$ cat config.mk
export PLATFORM = sky130hd
export DESIGN_NAME = div_screen
export DESIGN_NICKNAME = d
export VERILOG_FILES = /design/src/rtl/div_screen_pkg.sv /design/src/rtl/dss_classify.sv /design/src/rtl/dss_range_check.sv /design/src/rtl/div_screen.sv
export SDC_FILE = /design/constraint.sdc
export NUM_CORES = 1
export LEC_CHECK = 0
export ABC_CLOCK_PERIOD_IN_PS = 3980
export CAP_MARGIN = 20
export CORE_ASPECT_RATIO = 1.75
export CORE_MARGIN = 2
export CORE_UTILIZATION = 32
export CTS_CLUSTER_SIZE = 28
export DETAILED_ROUTE_END_ITERATION = 10
export GPL_TIMING_DRIVEN = 0
export PLACE_DENSITY = 0.79
export SLEW_MARGIN = 20
export SYNTH_ARGS = -nofsm -noshare
export SYNTH_HDL_FRONTEND = slang
export SYNTH_SLANG_ARGS = --single-unit
$ cat constraint.sdc
create_clock -name clk -period 3.98 [get_ports clk]
set_input_delay 0.796 -clock clk [delete_from_list [all_inputs] [get_ports clk]]
set_output_delay 0.796 -clock clk [all_outputs]
set_load 0.005 [all_outputs]
$ cat src/rtl/div_screen_pkg.sv
package div_screen_pkg;

   // operand class flags, independent of operand width
   typedef struct packed {
      logic is_zero;
      logic is_denorm;
      logic is_inf;
      logic is_nan;
   } opclass_t;

   // bit positions inside the packed condition field
   localparam int unsigned COND_W   = 4;
   localparam int unsigned FL_POS   = 3;
   localparam int unsigned FG_POS   = 2;
   localparam int unsigned FE_POS   = 1;

endpackage

$ cat src/rtl/dss_classify.sv
module dss_classify
   import div_screen_pkg::*;
#(
   parameter int unsigned EXP_W  = 11,
   parameter int unsigned FRAC_W = 52,
   localparam int unsigned OP_W  = EXP_W + FRAC_W + 1,
   localparam int unsigned SE_W  = EXP_W + 2
)(
   input  logic [OP_W-1:0]         op,
   output opclass_t                cls,
   output logic signed [SE_W-1:0]  unb_exp
);

   localparam int BIAS = (1 << (EXP_W - 1)) - 1;
   localparam logic signed [SE_W-1:0] BIAS_S  = SE_W'(BIAS);
   localparam logic signed [SE_W-1:0] SUBN_E  = SE_W'(1 - BIAS);

   logic [EXP_W-1:0]  exp_f;
   logic [FRAC_W-1:0] frac_f;
   logic              exp_max;
   logic              exp_min;
   logic              frac_nz;

   // sign bit (op[OP_W-1]) deliberately unused
   assign exp_f   = op[OP_W-2 -: EXP_W];
   assign frac_f  = op[FRAC_W-1:0];
   assign exp_max = &exp_f;
   assign exp_min = ~|exp_f;
   assign frac_nz = |frac_f;

   always_comb begin
      cls.is_nan    = exp_max &  frac_nz;
      cls.is_inf    = exp_max & ~frac_nz;
      cls.is_zero   = exp_min & ~frac_nz;
      cls.is_denorm = exp_min &  frac_nz;
   end

   always_comb begin
      if (exp_min)
         unb_exp = SUBN_E;
      else
         unb_exp = signed'({2'b00, exp_f}) - BIAS_S;
   end

endmodule

$ cat src/rtl/dss_range_check.sv
module dss_range_check
   import div_screen_pkg::*;
#(
   parameter int unsigned EXP_W    = 11,
   parameter int          B_LO_LIM = -1022,
   parameter int          B_HI_LIM = 1021,
   parameter int          D_HI_LIM = 1023,
   parameter int          D_LO_LIM = -1021,
   parameter int          A_LO_LIM = -970,
   localparam int unsigned SE_W    = EXP_W + 2
)(
   input  opclass_t               a_cls,
   input  opclass_t               b_cls,
   input  logic signed [SE_W-1:0] a_exp,
   input  logic signed [SE_W-1:0] b_exp,
   output logic                   fe,
   output logic                   fg
);

   localparam logic signed [SE_W-1:0] T_B_LO = SE_W'(B_LO_LIM);
   localparam logic signed [SE_W-1:0] T_B_HI = SE_W'(B_HI_LIM);
   localparam logic signed [SE_W-1:0] T_D_HI = SE_W'(D_HI_LIM);
   localparam logic signed [SE_W-1:0] T_D_LO = SE_W'(D_LO_LIM);
   localparam logic signed [SE_W-1:0] T_A_LO = SE_W'(A_LO_LIM);

   logic signed [SE_W-1:0] diff;
   logic special_hit;
   logic b_range_hit;
   logic a_rel_hit;

   assign diff = a_exp - b_exp;

   assign special_hit = a_cls.is_nan | a_cls.is_inf |
                        b_cls.is_zero | b_cls.is_nan | b_cls.is_inf;

   assign b_range_hit = (b_exp <= T_B_LO) | (b_exp >= T_B_HI);

   assign a_rel_hit   = ~a_cls.is_zero &
                        ((diff >= T_D_HI) | (diff <= T_D_LO) | (a_exp <= T_A_LO));

   assign fe = special_hit | b_range_hit | a_rel_hit;
   assign fg = b_cls.is_zero | b_cls.is_inf | b_cls.is_denorm | a_cls.is_inf;

endmodule

$ cat src/rtl/div_screen.sv
module div_screen
   import div_screen_pkg::*;
#(
   parameter int unsigned EXP_W       = 11,
   parameter int unsigned FRAC_W      = 52,
   parameter bit          EST_PRECISE = 1'b1,
   parameter int          B_LO_LIM    = -1022,
   parameter int          B_HI_LIM    = 1021,
   parameter int          D_HI_LIM    = 1023,
   parameter int          D_LO_LIM    = -1021,
   parameter int          A_LO_LIM    = -970,
   localparam int unsigned OP_W       = EXP_W + FRAC_W + 1,
   localparam int unsigned SE_W       = EXP_W + 2
)(
   input  logic              clk,
   input  logic              rst,
   input  logic              in_valid,
   input  logic [OP_W-1:0]   opa,
   input  logic [OP_W-1:0]   opb,
   output logic              out_valid,
   output logic [COND_W-1:0] cond
);

   localparam int SE_MAX = (1 << (SE_W - 1)) - 1;
   localparam int SE_MIN = -(1 << (SE_W - 1));

   // elaboration-time parameter checks
   if (EXP_W < 2) begin : g_bad_exp
      $error("div_screen: EXP_W must be at least 2");
   end
   if (FRAC_W < 1) begin : g_bad_frac
      $error("div_screen: FRAC_W must be at least 1");
   end
   if (B_LO_LIM < SE_MIN || B_HI_LIM > SE_MAX || D_LO_LIM < SE_MIN ||
       D_HI_LIM > SE_MAX || A_LO_LIM < SE_MIN) begin : g_bad_lim
      $error("div_screen: a limit does not fit the signed exponent width");
   end

   opclass_t               cls   [2];
   logic signed [SE_W-1:0] ue    [2];
   logic [OP_W-1:0]        ops   [2];

   assign ops[0] = opa;
   assign ops[1] = opb;

   for (genvar gi = 0; gi < 2; gi++) begin : g_cls
      dss_classify #(
         .EXP_W  (EXP_W),
         .FRAC_W (FRAC_W)
      ) u_cls (
         .op      (ops[gi]),
         .cls     (cls[gi]),
         .unb_exp (ue[gi])
      );
   end

   logic fe_c;
   logic fg_c;
   logic fl_c;

   dss_range_check #(
      .EXP_W    (EXP_W),
      .B_LO_LIM (B_LO_LIM),
      .B_HI_LIM (B_HI_LIM),
      .D_HI_LIM (D_HI_LIM),
      .D_LO_LIM (D_LO_LIM),
      .A_LO_LIM (A_LO_LIM)
   ) u_rng (
      .a_cls (cls[0]),
      .b_cls (cls[1]),
      .a_exp (ue[0]),
      .b_exp (ue[1]),
      .fe    (fe_c),
      .fg    (fg_c)
   );

   if (EST_PRECISE) begin : g_fl_on
      assign fl_c = 1'b1;
   end else begin : g_fl_off
      assign fl_c = 1'b0;
   end

   logic [COND_W-1:0] cond_c;

   always_comb begin
      cond_c         = '0;
      cond_c[FL_POS] = fl_c;
      cond_c[FG_POS] = fg_c;
      cond_c[FE_POS] = fe_c;
   end

   always_ff @(posedge clk) begin
      if (rst) begin
         out_valid <= 1'b0;
         cond      <= '0;
      end else begin
         out_valid <= in_valid;
         if (in_valid)
            cond <= cond_c;
      end
   end

endmodule

# --- Word level (Yosys, flattened, before mapping) ---
# Cells that the tools add are included.
classes:
  n_mux: 2
  n_bitwise: 23
  reduce_logical: 8
  order_cmp: 5
  addsub: 3
op_table:
  columns: ["cell", "count"]
  rows:
  - ["$reduce_or 52->1", 2]
  - ["$le 13x11->1 const B", 3]
  - ["$ge 13x11->1 const B", 2]
  - ["$mux 13", 2]
  - ["$sub 11x10->12 const B", 2]
  - ["$reduce_and 11->1", 2]
  - ["$reduce_or 11->1", 2]
  - ["$sub 13x13->13", 1]
  - ["$or 1x1->1", 12]
  - ["$and 1x1->1", 8]
  - ["$not 1->1", 3]
  - ["$logic_not 1->1", 2]
totals:
  word_cells: 43
  regBits: 4
  output_inout_bits: 5
  input_bits: 131

# --- Longest topological paths before layout ---
logic_depth:
  depth_word: 9
  depth_mapped: 16
  ltp_nobuf: 16

# --- Hierarchy ---
# Synthesis repeated with hierarchy kept, for this count alone.
unflattened:
  cells_unflattened: 277
  hier_area_um2: 1919.3
by_module_without_submodules:
  columns: ["module", "cells_each", "area_each_um2", "seq_area_each_um2", "instances"]
  rows:
  - ["dss_range_check", 144, 1003.5, 0.0, 1]
  - ["dss_classify", 60, 391.6, 0.0, 2]
  - ["div_screen", 13, 132.6, 80.1, 1]

# --- Worst setup path after synthesis ---
# OpenSTA, ideal clock, no wires.
synth_timing:
  path_kind: "in2reg"
  start: "input port opa[52]"
  end: "register cond[1]"
  path_buffers: 0
  t_arrival_ns: 3.753
  setup_slack_ns: 0.106
  cell_stages: 15
  t_required_ns: 3.860
  setup_time_ns: 0.120
  path_cell_list: "inv_1 -> ha_1 -> or4b_1 -> or3_4 -> or2b_1 -> ha_1 -> a21o_1 -> a32oi_2 -> o31ai_2 -> maj3_2 -> a21oi_2 -> xnor2_1 -> a311o_1 -> mux2i_1 -> a21oi_1"
synth_between:
  elab_chain_len: 8
  word_cells_on_any_way: 22
  classes_between: "2 x add/sub; 3 x order compare; 1 x mux; 13 x bitwise; 3 x reduce/logical"
synth_lines:
  columns: ["item", "line_no", "source"]
  rows:
  - ["start: declaration", "div_screen.sv:18", "input logic [OP_W-1:0] opa,"]
  - ["$sub 11x10->12, or another cell as far along", "dss_classify.sv:42", "unb_exp = signed'({2'b00, exp_f}) - BIAS_S;"]
  - ["$mux 13, or another cell as far along", "dss_classify.sv:39", "if (exp_min)"]
  - ["$sub 13x13->13 or $or 1x1->1 (tied branches)", "dss_range_check.sv:31, dss_range_check.sv:33", null]
  - ["$ge 13x11->1, or another cell as far along", "dss_range_check.sv:39", "((diff >= T_D_HI) | (diff <= T_D_LO) | (a_exp <= T_A_LO));"]
  - ["$or 1x1->1 (on tied branches) (2 in series)", "dss_range_check.sv:39, dss_range_check.sv:34", null]
  - ["$and 1x1->1 or $or 1x1->1 (tied branches)", "dss_range_check.sv:38, dss_range_check.sv:41", null]
  - ["$or 1x1->1 *", "dss_range_check.sv:41", "assign fe = special_hit | b_range_hit | a_rel_hit;"]
  - ["end signal: assignment", "div_screen.sv:99", "cond <= cond_c;"]
  - ["end: declaration", "div_screen.sv:21", "output logic [COND_W-1:0] cond"]
# Mark *: on every way between the ends. The rest lies on a longest branch, timed or not.
# A chain may end at the register's enable or synchronous reset.

# --- Worst setup path in the final report ---
layout_timing:
  start: "input port opa[53]"
  end: "register cond[1]"
# The elaborated chain is that of the path after synthesis.

==> impl_metrics.json <==
{
  "nets": 555,
  "grt_pass1_vias": 2793,
  "place_area_sq_um": 3230,
  "drc_errors": 0,
  "grt_overflow": 0,
  "ys_async_sr_fraction_pct": 0,
  "antenna_found_initial": 0,
  "synthCells": 267,
  "syn_nets": 410,
  "clk_pin_slew_ps": 30,
  "fmax_ghz": 0.252,
  "die_area_sq_um": 6460,
  "hold_slack_ps": 461,
  "portBuffers": 128,
  "hpwl_microns": 7010,
  "drive_gt1_share_pct": 13.4,
  "via_count": 2713,
  "endpoint_kind": "flop",
  "total_power_uw": 520,
  "numCtsBuffers": 3,
  "grt_pass1_wl_microns": 12600,
  "cts-htree-levels": 1,
  "arrival_ps": 4060,
  "max_slew_margin_pct": 53.6,
  "synth_top_flop_cell": "dfxtp_1",
  "cts.sinks": 4,
  "finalHoldViolCount": 0,
  "synth-edff-count": 0,
  "final_cell_mix": "clkdlybuf4s50_1, nor4_1, nor2_1",
  "cpMaxStageDelayCell": "or4b_4",
  "irDropWorstVdd_v": 0.0000978,
  "die_w_microns": 61.6,
  "syn_to_final_growth_pct": 86.6,
  "cts_hold_buf": 0,
  "required_ps": 4080,
  "grt_max_degree": 11,
  "synth_area_sq_um": 1860,
  "coreArea_sq_um": 5590,
  "initial_utilization_pct": 33.3,
  "start_kind": "primary input",
  "synth_cell_types": 58,
  "setup_tns_ps": 0,
  "fillers": 528,
  "rows": 36,
  "setup_viol": 0,
  "gp_routability_congestion": 0.915,
  "period_share_pct": 99.5,
  "hold_class": "reg -> reg",
  "min_period_ps": 3960,
  "cts_tree": "built",
  "final_util_pct": 62.1,
  "ant_nets": 0,
  "first_pass_iters": 5,
  "outcome": "finished, final reports clean",
  "clock_latency_ps": 220,
  "dr.first_iter.drc_count": 83,
  "yosysWarnings": 0,
  "viasPerCell": 5.58,
  "fin_area_sq_um": 3470,
  "boundaryPins": 136,
  "synth_seq_cells": 4,
  "grtUsageTotal_pct": 25.3,
  "avgSynthCellArea_sq_um": 6.96,
  "dieHeight_microns": 105,
  "critPathKind": "in -> reg",
  "p_leak_nw": 1.26,
  "p_per_area_nw_per_um2": 150,
  "cpPeakStageDelay_ps": 460,
  "rsz0062_at_grt": "yes",
  "crit_chain": "buf_8 -> inv_4 -> ha_4 -> or4b_4 -> or3_4 -> or2b_1 -> ha_2 -> a21o_1 -> a32oi_2 -> o31ai_2 -> maj3_2 -> a21oi_2 -> xnor2_1 -> a311o_1 -> mux2i_1 -> a21oi_1",
  "finClkSkew_ps": 0,
  "maxSlewViolCount": 0,
  "n_antenna_cell": 0,
  "wl_microns": 8220,
  "cts.path.max_buffers": 2,
  "yosysSeqAreaShare_pct": 4.31,
  "tightest_slew_ps": 694,
  "maxCapViolations": 0,
  "clockRootBuffer": "clkbuf_8",
  "wl_per_cell_microns": 16.9,
  "layout_commonest_cell": "clkdlybuf4s50_1",
  "path_max_fanout": 5
}
cell families (layout without fill, tap and decap cells):
family / count (synthesis) / after routing / synth area share, %
AND/OR/NAND/NOR: 138 / 138 / 42.6
AO/OA/AOI/OAI: 61 / 61 / 24.2
buffers and inverters: 18 / 161 / 4.31
multiplexers: 3 / 3 / 1.62
flip-flops: 4 / 4 / 4.31
other: 1 / 1 / 0.202
XOR/XNOR: 29 / 29 / 13.7
adder cells (fa/ha/maj): 13 / 13 / 9.09
synth_stat cells (2+ instances only):
library cell / count / area, sq um
ha_1: 11 / 138
o31ai_1: 2 / 15.0
a31o_2: 2 / 17.5
o211ai_1: 5 / 37.5
nor4_1: 30 / 188
mux2i_1: 3 / 30.0
a21o_1: 5 / 37.5
nand2_1: 17 / 63.8
clkbuf_1: 2 / 7.51
dfxtp_1: 4 / 80.1
nor4b_1: 2 / 17.5
nand2b_1: 9 / 56.3
nor2b_1: 3 / 18.8
a211oi_1: 8 / 60.1
or4_1: 3 / 22.5
inv_1: 13 / 48.8
o21ai_1: 3 / 15.0
o21ai_0: 2 / 10.0
or4b_1: 3 / 30.0
and4_1: 4 / 35.0
nor2_1: 20 / 75.1
nand4_1: 12 / 75.1
o2111ai_1: 3 / 26.3
nand3_1: 14 / 70.1
a31oi_1: 2 / 12.5
o21a_1: 2 / 15.0
xor2_1: 10 / 87.6
nor3_1: 6 / 30.0
xnor2_1: 19 / 166
and3_1: 6 / 37.5
a21oi_1: 14 / 70.1
a2111oi_0: 2 / 17.5
cell type report:
type	instances	area, sq um	share of cell area, %
timing repair buffer	140	1340	38.7
inverter	13	53.8	1.55
buffer	5	32.5	0.938
multi-input combinational	245	1820	52.5
tap	76	95.1	2.74
sequential	4	80.1	2.31
clock buffer	3	41.3	1.19
where the power goes:
part	internal [mW]	total [mW]	switching (mW)
registers	0.0431	0.0446	0.00148
clock network	0.0644	0.0847	0.0203
logic	0.218	0.391	0.173
total	0.326	0.520	0.194
worst paths after layout:
kind | from | end | slack (ps) | cells after the start
max reg2reg | cond[1] | cond[1] | 3190 | 4
max | opa[53] | cond[1] | 20 | 16
min reg2reg | cond[3] | cond[3] | 460 | 2
min | cond[3] | cond[3] | 460 | 2
metal layers:
metal  vias up  part of all wire (%)  track usage [%]
met4         0                   4.0             10.8
met5         -                     0                0
met3        24                   7.4             3.34
li1       1339                     -                -
met2       122                    55             48.0
met1      1228                    34             25.0
per-stage QoR:
stage / worst slack [ps] / cells
3_3_place_gp: -758 / 471
5_1_grt: -147 / 486
3_5_place_dp: -826 / 471
6_report: 18.1 / 486
4_1_cts: 4.21 / 485
2_1_floorplan: 106 / 267
flip-flops by register name, indices dropped and copies added (netlist names):
register / count
cond: 3
out_valid: 1
critical path: cells and delay by family:
family | cells | cell delay, ps
muxes | 1 | 160
adders and majority gates | 3 | 710
buffers and inverters | 2 | 160
and+or+nand+nor | 3 | 1030
xor gates and xnor gates | 1 | 90
AOI/OAI and AO/OA | 6 | 1110
repair_timing:
action	4_1_cts	5_1_grt
pin swaps	17	7
gates cloned	0	0
setup buffers	11	1
gates resized for setup	58	21
endpoints found under the setup margin	1	1
Power figures use the tool's default switching activity.
